--- src/rtl/pwr_pkg.sv ---
package pwr_pkg;
  typedef enum logic [2:0] {
    PS_RESET  = 3'd0,
    PS_EXCEPT = 3'd1,
    PS_EXEC   = 3'd2,
    PS_SLEEP  = 3'd3,
    PS_STBY   = 3'd4,
    PS_BUSREL = 3'd5
  } pwr_state_e;
endpackage

--- src/rtl/pwr_wake_decode.sv ---
module pwr_wake_decode (
  input  logic nmi,
  input  logic irq,
  input  logic dma_aerr,
  output logic sleep_wake,
  output logic stby_wake
);
  // light sleep accepts every interrupt source and DMA faults
  assign sleep_wake = nmi | irq | dma_aerr;
  // deep standby only the non-maskable source (reset handled in the FSM)
  assign stby_wake  = nmi;
endmodule

--- src/rtl/pwr_osc_timer.sv ---
module pwr_osc_timer #(
  parameter int CW = 16
) (
  input  logic          clk,
  input  logic          por_n,
  input  logic          start,
  input  logic [CW-1:0] load,
  output logic          busy
);
  logic [CW-1:0] cnt_q;

  function automatic logic [CW-1:0] tick_down(input logic [CW-1:0] v);
    return v - {{(CW-1){1'b0}}, 1'b1};
  endfunction

  localparam logic [CW-1:0] ONE = {{(CW-1){1'b0}}, 1'b1};

  logic last_tick;
  assign last_tick = busy && (cnt_q == ONE);

  always_ff @(posedge clk or negedge por_n) begin
    if (!por_n) begin
      cnt_q <= '0;
      busy  <= 1'b0;
    end else if (start) begin
      cnt_q <= load;
      busy  <= (load != '0);
    end else if (last_tick) begin
      cnt_q <= '0;
      busy  <= 1'b0;
    end else if (busy) begin
      cnt_q <= tick_down(cnt_q);
    end
  end

  a_r6_busy_nonzero: assert property (@(posedge clk) disable iff (!por_n)
    busy |-> (cnt_q != '0));
  a_r11_zero_load: assert property (@(posedge clk) disable iff (!por_n)
    (start && load == '0) |=> !busy);
  a_r7_count_moves: assert property (@(posedge clk) disable iff (!por_n)
    (busy && !start && !last_tick) |=> (busy && cnt_q == tick_down($past(cnt_q))));
endmodule

--- src/rtl/pwr_state_fsm.sv ---
module pwr_state_fsm
  import pwr_pkg::*;
(
  input  logic       clk,
  input  logic       por_n,
  input  logic       rst_req,
  input  logic       sleep_stb,
  input  logic       stby_sel,
  input  logic       bus_req,
  input  logic       exc_done,
  input  logic       sleep_wake,
  input  logic       stby_wake,
  input  logic       tmr_busy,
  output pwr_state_e state,
  output logic       wake_pend,
  output logic       tmr_start,
  output logic       exc_start
);
  pwr_state_e nxt, ret_q, ret_n;

  always_comb begin
    nxt       = state;
    ret_n     = ret_q;
    tmr_start = 1'b0;
    case (state)
      PS_RESET:  if (!rst_req && !tmr_busy) nxt = PS_EXCEPT;
      PS_EXCEPT: begin
        if (rst_req)       nxt = PS_RESET;
        else if (exc_done) nxt = PS_EXEC;
      end
      PS_EXEC: begin
        if (rst_req)        nxt = PS_RESET;
        else if (sleep_stb) nxt = stby_sel ? PS_STBY : PS_SLEEP;
        else if (bus_req) begin
          nxt   = PS_BUSREL;
          ret_n = PS_EXEC;
        end
      end
      PS_SLEEP: begin
        if (rst_req)         nxt = PS_RESET;
        else if (sleep_wake) nxt = PS_EXCEPT;
        else if (bus_req) begin
          nxt   = PS_BUSREL;
          ret_n = PS_SLEEP;
        end
      end
      PS_STBY: begin
        if (rst_req) begin
          nxt       = PS_RESET;
          tmr_start = 1'b1;
        end else if (wake_pend && !tmr_busy) begin
          nxt = PS_EXCEPT;
        end else if (stby_wake && !wake_pend) begin
          tmr_start = 1'b1;
        end
      end
      PS_BUSREL: begin
        if (rst_req)       nxt = PS_RESET;
        else if (!bus_req) nxt = ret_q;
      end
      default: nxt = PS_RESET;
    endcase
  end

  always_ff @(posedge clk or negedge por_n) begin
    if (!por_n) begin
      state     <= PS_RESET;
      ret_q     <= PS_EXEC;
      wake_pend <= 1'b0;
      exc_start <= 1'b0;
    end else begin
      state     <= nxt;
      ret_q     <= ret_n;
      wake_pend <= (nxt == PS_STBY) && (wake_pend || stby_wake);
      exc_start <= (nxt == PS_EXCEPT) && (state != PS_EXCEPT);
    end
  end

  a_r4_sleep_wake: assert property (@(posedge clk) disable iff (!por_n)
    (state == PS_SLEEP && !rst_req && sleep_wake) |=> state == PS_EXCEPT);
  a_r5_stby_ignore: assert property (@(posedge clk) disable iff (!por_n)
    (state == PS_STBY && !rst_req && !stby_wake && !wake_pend) |=> state == PS_STBY);
  a_r7_hold_reset: assert property (@(posedge clk) disable iff (!por_n)
    (state == PS_RESET && tmr_busy) |=> state != PS_EXCEPT);
  a_r6_wait_osc: assert property (@(posedge clk) disable iff (!por_n)
    (state == PS_STBY && tmr_busy && !rst_req) |=> state == PS_STBY);
  a_r8_return: assert property (@(posedge clk) disable iff (!por_n)
    (state == PS_BUSREL && !bus_req && !rst_req) |=>
      (state == PS_EXEC || state == PS_SLEEP));
  a_r10_exc_pulse: assert property (@(posedge clk) disable iff (!por_n)
    exc_start |=> !exc_start);
  a_r10_exc_in_state: assert property (@(posedge clk) disable iff (!por_n)
    exc_start |-> state == PS_EXCEPT);
endmodule

--- src/rtl/cpu_pwr_ctrl.sv ---
module cpu_pwr_ctrl
  import pwr_pkg::*;
#(
  parameter int CW = 16
) (
  input  logic          clk,
  input  logic          por_n,
  input  logic          rst_req,
  input  logic          sleep_stb,
  input  logic          stby_sel,
  input  logic          nmi,
  input  logic          irq,
  input  logic          dma_aerr,
  input  logic          bus_req,
  input  logic          exc_done,
  input  logic [CW-1:0] osc_wait,
  output logic          cpu_clk_en,
  output logic          per_clk_en,
  output logic          osc_en,
  output logic          bus_gnt,
  output logic          exc_start,
  output logic [2:0]    state_o
);
  pwr_state_e state;
  logic sleep_wake, stby_wake, tmr_busy, tmr_start, wake_pend;

  pwr_wake_decode u_wake (
    .nmi(nmi), .irq(irq), .dma_aerr(dma_aerr),
    .sleep_wake(sleep_wake), .stby_wake(stby_wake)
  );

  pwr_osc_timer #(.CW(CW)) u_tmr (
    .clk(clk), .por_n(por_n), .start(tmr_start), .load(osc_wait), .busy(tmr_busy)
  );

  pwr_state_fsm u_fsm (
    .clk(clk), .por_n(por_n), .rst_req(rst_req), .sleep_stb(sleep_stb),
    .stby_sel(stby_sel), .bus_req(bus_req), .exc_done(exc_done),
    .sleep_wake(sleep_wake), .stby_wake(stby_wake), .tmr_busy(tmr_busy),
    .state(state), .wake_pend(wake_pend), .tmr_start(tmr_start),
    .exc_start(exc_start)
  );

  // clocks stay off while the oscillator is still settling
  assign cpu_clk_en = (state != PS_SLEEP) && (state != PS_STBY) && !tmr_busy;
  assign per_clk_en = (state != PS_STBY) && !tmr_busy;
  assign osc_en     = (state != PS_STBY) || wake_pend || tmr_busy;
  assign bus_gnt    = (state == PS_BUSREL);
  assign state_o    = state;

  a_r3_stby_no_grant: assert property (@(posedge clk) disable iff (!por_n)
    (state_o == 3'd4 && !rst_req) |=> !bus_gnt);
  a_r8_grant_drop: assert property (@(posedge clk) disable iff (!por_n)
    (bus_gnt && !bus_req) |=> !bus_gnt);
endmodule

--- config.mk ---
export PLATFORM = sky130hd
export DESIGN_NAME = cpu_pwr_ctrl
export DESIGN_NICKNAME = d
export VERILOG_FILES = /design/src/rtl/pwr_pkg.sv /design/src/rtl/pwr_wake_decode.sv /design/src/rtl/pwr_osc_timer.sv /design/src/rtl/pwr_state_fsm.sv /design/src/rtl/cpu_pwr_ctrl.sv
export SDC_FILE = /design/constraint.sdc
export NUM_CORES = 1
export LEC_CHECK = 0
export BUFFER_PORTS_ARGS = -buffer_cell sky130_fd_sc_hd__buf_2
export CAP_MARGIN = 20
export CORE_MARGIN = 4
export CORE_UTILIZATION = 58
export DETAILED_ROUTE_END_ITERATION = 12
export GPL_ROUTABILITY_DRIVEN = 0
export PLACE_DENSITY = 0.85
export SLEW_MARGIN = 5
export SYNTH_ARGS = -nofsm -noshare
export SYNTH_HDL_FRONTEND = slang
export SYNTH_SLANG_ARGS = --single-unit
--- constraint.sdc ---
create_clock -name clk -period 3.23 [get_ports clk]
set_input_delay 0.646 -clock clk [delete_from_list [all_inputs] [get_ports clk]]
set_output_delay 0.646 -clock clk [all_outputs]
set_load 0.05 [all_outputs]
# ---- After elaboration in Yosys (flattened, before gate mapping)
# Cells that the tools add are included.
dict set report word_totals {
  ff_bits 25
  inputBits 26
  wordCells 77
  output_inout_bits 8
}
dict set report classes {
  n_eq_ne 17
  n_mux 30
  reduce_logical 21
  addsub 1
  n_bitwise 2
}
# op count
set ops {}
lappend ops {{$mux W3} 19}
lappend ops {{$mux W16} 3}
lappend ops {{$pmux W3 S6} 1}
lappend ops {{$eq A16 B1 Y1 const B} 1}
lappend ops {{$reduce_bool A16 Y1} 1}
lappend ops {{$sub A16 B1 Y16 const B} 1}
lappend ops {{$ne A2 B2 Y1 const B} 6}
lappend ops {{$eq A3 B3 Y1 const B} 3}
lappend ops {{$logic_and A1 B1 Y1} 9}
lappend ops {{$reduce_and A7 Y1} 1}
lappend ops {{$eq A3 B1 Y1 const B} 2}
lappend ops {{$eq A3 B2 Y1 const B} 2}
lappend ops {{$mux W1} 6}
lappend ops {{$pmux W3 S2} 1}
lappend ops {{$reduce_bool A2 Y1} 2}
lappend ops {{$logic_not A1 Y1} 3}
lappend ops {{$logic_not A3 Y1} 1}
lappend ops {{$logic_or A1 B1 Y1} 3}
lappend ops {{$ne A3 B1 Y1 const B} 1}
lappend ops {{$ne A3 B2 Y1 const B} 1}
lappend ops {{$ne A3 B3 Y1 const B} 1}
lappend ops {{$reduce_bool A3 Y1} 1}
lappend ops {{$or A1 B1 Y1} 2}

# ---- Depth between registers and ports, before layout
dict set report logic_depth {
  ltp_word 7
  depth_mapped 7
  depth_no_buf 7
}

# ---- By module
# A second synthesis with hierarchy kept.
dict set report unflattened {
  cells_unflattened 186
  area_unflattened_um2 1671.6
}
# mod area_per_inst_um2 instances seq_area_each_um2 cells_each
set modules_own_cells {}
lappend modules_own_cells {pwr_osc_timer 1156.1 1 425.4 128}
lappend modules_own_cells {pwr_state_fsm 447.9 1 150.1 49}
lappend modules_own_cells {cpu_pwr_ctrl 53.8 1 0.0 7}
lappend modules_own_cells {pwr_wake_decode 13.8 1 0.0 2}

# ---- Worst setup path before layout
# OpenSTA, ideal clock, no wires.
dict set report synth_path {
  path_kind {reg-to-output}
  from {reg u_fsm.state[1]}
  to {out cpu_clk_en}
  slack_ns 0.452
  arrival_time_ns 2.132
  path_stages_with_launch 4
  path_buffers 1
  t_required_ns 2.584
  cell_sequence {dfrtp_1 clkbuf_1 nor3b_1 nor3_1}
}
dict set report synth_via {
  elab_chain_cells 3
  elab_cells_between_ends 4
  classes_between {eq/ne (2); reduce/logical (2)}
}
# element line_no
set synth_lines {}
lappend synth_lines {{from (decl)} pwr_state_fsm.sv:14} ;# output pwr_state_e state,
lappend synth_lines {{from (signal assigned)} pwr_state_fsm.sv:72} ;# state <= nxt;
lappend synth_lines {{$ne A3 B2 Y1 or $ne A3 B3 Y1 (tied branches)} cpu_pwr_ctrl.sv:45} ;# assign cpu_clk_en = (state != PS_SLEEP) && (state != PS_STBY) && !tmr_busy;
lappend synth_lines {{$logic_and A1 B1 Y1 (*) (2 in series)} cpu_pwr_ctrl.sv:45}
lappend synth_lines {{to (decl)} cpu_pwr_ctrl.sv:17} ;# output logic cpu_clk_en,
# Every way passes the cells marked *; elsewhere a longest branch is shown, timed or not.

# ---- Final worst setup path
dict set report layout_path {
  from {reg u_fsm.state[2]}
  to {out osc_en}
}
dict set report layout_via {
  elab_chain_cells 3
}
# element line_no
set layout_lines {}
lappend layout_lines {{$ne A3 B3 Y1} cpu_pwr_ctrl.sv:47} ;# assign osc_en = (state != PS_STBY) || wake_pend || tmr_busy;
lappend layout_lines {{$logic_or A1 B1 Y1 (2 in series)} cpu_pwr_ctrl.sv:47}
lappend layout_lines {{to (decl)} cpu_pwr_ctrl.sv:19} ;# output logic osc_en,
# Every way passes these cells.

==> impl_metrics.tcl <==
set metrics [dict create \
    drive_gt1_share_pct 19.1 \
    drc 0 \
    tritoncts "yes" \
    rsz0062_at_grt "false" \
    grt.overflow.total 0 \
    arrival_ns 1.75 \
    vias_per_cell 6.48 \
    totalWireLength_um 4040 \
    diodes 0 \
    setup_violations 0 \
    max_cap_violations 0 \
    clock_sinks 23 \
    status "finished clean" \
    cts_hold_buf 0 \
    hp-class "primary input to asynchronous set/reset pin" \
    grt_pass1_vias 1477 \
    r2r_slack_ns 0.84 \
    nNetsFinal 249 \
    pwr-share-clk_pct 11.1 \
    die-area_mm2 0.00351 \
    r2r_cells 5 \
    antenna_left 0 \
    cp-start-kind "register" \
    clkLatencyLatePin_ns 0.31 \
    synthesis.nets 217 \
    h-tree-depth 1 \
    cts.clk_slew.worst_paths_ns 0.13 \
    power_uw 1240 \
    synth_cell_types 42 \
    antenna_found_initial 0 \
    syn-cell-area_mm2 0.00152 \
    critPathRequiredTime_ns 2.58 \
    p_int_uw 656 \
    yosysWarnings 0 \
    syn_to_final_growth_pct 14.1 \
    cp-end-kind "primary output" \
    post_cts.repair.setup_buffers 0 \
    die_h_um 59.2 \
    finalSetupTns_ns 0 \
    maxSlewHeadroom_pct 61.0 \
    finalHoldViolCount 0 \
    route.vias.total 1619 \
    grt_pass1_wl_um 6710 \
    leakagePower_uw 0.000727 \
    r2r_end "u_tmr.cnt_q[11]" \
    syn_area_per_cell_um2 8.05 \
    worstPathMaxFanout 12 \
    grtUsageTotal_pct 24.9 \
    critPathSlowestCell "dfrtp_1" \
    drt_first_pass_iters 5 \
    fill_cells 205 \
    ir_drop_v 0.000503 \
    max_freq_mhz 417 \
    rows 18 \
    coreArea_mm2 0.00250 \
    portBuffers 33 \
    seq_area_frac_synth_pct 37.8 \
    cts_buffers 3 \
    synth_seq_cells 23 \
    ios 34 \
    p_sw_share_pct 47.2 \
    p_sw_uw 587 \
    clock_skew_ns 0.000848 \
    worstSetupPathType "register to primary output" \
    p_comb_share_pct 45.1 \
    finalCritPeriodShare_pct 74.2 \
    worst_path_largest_cell_delay_ns 0.56 \
    fin_ws_ns 0.835 \
    seq_power_share_pct 43.9 \
    syn_inst 189 \
    pre_cts_ws_ns 0.901 \
    r2r-start "u_fsm.state[2]" \
    cts.path.max_buffers 2 \
    clockRootBuffer "clkbuf_4" \
    drt_iter0_drc 203 \
    power.density_mw_per_mm2 716 \
    maxSlewViolCount 0 \
    tightestPinTransition_ns 0.577 \
    period_needed_ns 2.40 \
    start_util_pct 60.9 \
    cts-resized-gates 0 \
    cp_cell_sequence "nor3b_1 -> nand3_1 -> buf_2" \
    die_w_um 59.2 \
    wl_per_cell_um 16.1 \
    grt_start_max_net_pins 24 \
    dp_hpwl_um 3090 \
]
==> critical path, delay by kind of cell (launching register included) <==
kind                   cells  cell delay (ns)
flip-flops                 1             0.56
buffers and inverters      1             0.24
AND/OR/NAND/NOR            2             0.64
==> final cells by class <==
class | instances | area [um2] | share of cell area [%]
clock buffers | 3 | 22.5 | 1.30
clock inverters | 1 | 5.00 | 0.288
multi-input cells | 152 | 893 | 51.4
repair buffers | 35 | 180 | 10.4
flip-flops and latches | 23 | 576 | 33.1
inverters | 6 | 22.5 | 1.30
well taps | 30 | 37.5 | 2.16
==> sequential cells by signal, indices dropped and copies added, names as in the netlist <==
signal,count
u_tmr.busy,1
u_fsm.wake_pend,1
u_tmr.cnt_q,16
u_fsm.exc_start,1
u_fsm.ret_q,1
u_fsm.state,3
==> how the worst max path moves through the flow <==
| stage | from | endpoint | slack [ns] | depth (start not counted) |
|---|---|---|---|---|
| floorplan | u_fsm.state[1] | cpu_clk_en | 0.45 | 3 |
| global placement | u_fsm.state[2] | u_tmr.cnt_q[11] | 1.01 | 5 |
| detailed placement | u_fsm.state[2] | u_tmr.cnt_q[11] | 0.90 | 5 |
| CTS | u_fsm.state[2] | osc_en | 0.85 | 3 |
| global route | u_fsm.state[2] | u_tmr.cnt_q[11] | 0.56 | 5 |
| finish | u_fsm.state[2] | osc_en | 0.83 | 3 |
==> metrics by stage <==
step	cell area, um2	util, %	hold WS [ns]	cells
after floorplan	1520	-	0.350	189
after global placement	1710	68.4	0.491	246
after detailed placement	1710	68.4	0.522	246
after CTS	1740	69.5	0.303	250
after global routing	1740	69.5	0.316	250
final	1740	69.5	0.284	250
==> cell usage in the layout (no fill, tap or decap), types with 2 or more instances in the layout <==
cell type and count:
clkbuf_4 3, a221oi_1 2, buf_2 33, nor3b_1 3, or3_1 3, mux2i_1 2
dfrtp_1 23, xor2_1 2, and3_1 3, nand3_1 9, nor4_1 6, nand2b_1 6
a21oi_1 7, o21a_1 2, nand2_1 23, or4_1 2, a31oi_1 7, nor4b_1 3
buf_4 2, nor3_1 5, ha_1 2, a21o_1 2, xnor2_1 3, nor2_1 27
nor2b_1 3, o21ai_0 9, o31ai_1 4, o31a_1 2, inv_1 6
==> power groups by stage <==
stage	registers (uW)	logic (uW)	clock network [uW]
2_1_floorplan	546	385	0
3_3_place_gp	534	535	0
3_5_place_dp	546	551	0
4_1_cts	538	555	140
5_1_grt	564	614	153
6_report	546	560	138
==> cell usage after synthesis <==
master	n	area share (%)
clkbuf_1	7	1.7
nor2_2	1	0.41
mux2i_1	2	1.3
a21oi_1	7	2.3
nor4_1	6	2.5
nand2_1	23	5.7
nand2b_1	6	2.5
nor2b_1	3	1.2
and3_1	3	1.2
a31oi_1	7	2.9
o211ai_1	1	0.49
inv_1	6	1.5
xor2_1	2	1.2
o32ai_1	1	0.58
o22ai_1	1	0.41
or4_4	1	0.74
nand3b_1	1	0.49
a221oi_1	2	1.2
a32oi_1	1	0.58
o21a_1	2	0.99
o41ai_1	1	0.58
nor4_4	1	1.4
nor3_1	5	1.6
o31a_1	2	1.2
nand3_1	9	3.0
o31ai_1	4	2.0
or3_1	3	1.2
xnor2_1	3	1.7
o21ai_0	10	3.3
nand4_1	1	0.41
nor2_1	27	6.7
a21o_1	2	0.99
buf_1	1	0.25
nor4b_1	3	1.7
dfrtp_1	23	38
ha_1	2	1.6
o2111ai_1	1	0.58
nand4b_1	1	0.58
a2bb2oi_1	1	0.58
o22a_1	1	0.58
or4_1	2	0.99
nor3b_1	3	1.5
==> metal layers <==
| metal | track usage, % | wire length, um | up-vias |
|---|---|---|---|
| met3 | 4.58 | 439 | 4 |
| met4 | 7.12 | 25 | 0 |
| met1 | 34.4 | 1660 | 748 |
| met5 | 0 | 0 | - |
| li1 | - | - | 757 |
| met2 | 39.9 | 1910 | 110 |
==> cell families after synthesis <==
group           after synthesis  synth area share (%)
simple gates                 99                  33.8
buf+inv                      14                  3.45
mux                           2                  1.32
fa+ha+maj                     2                  1.64
flops                        23                  37.8
compound gates               44                  19.1
xor+xnor                      5                  2.88
(Power assumes the default switching activity.)
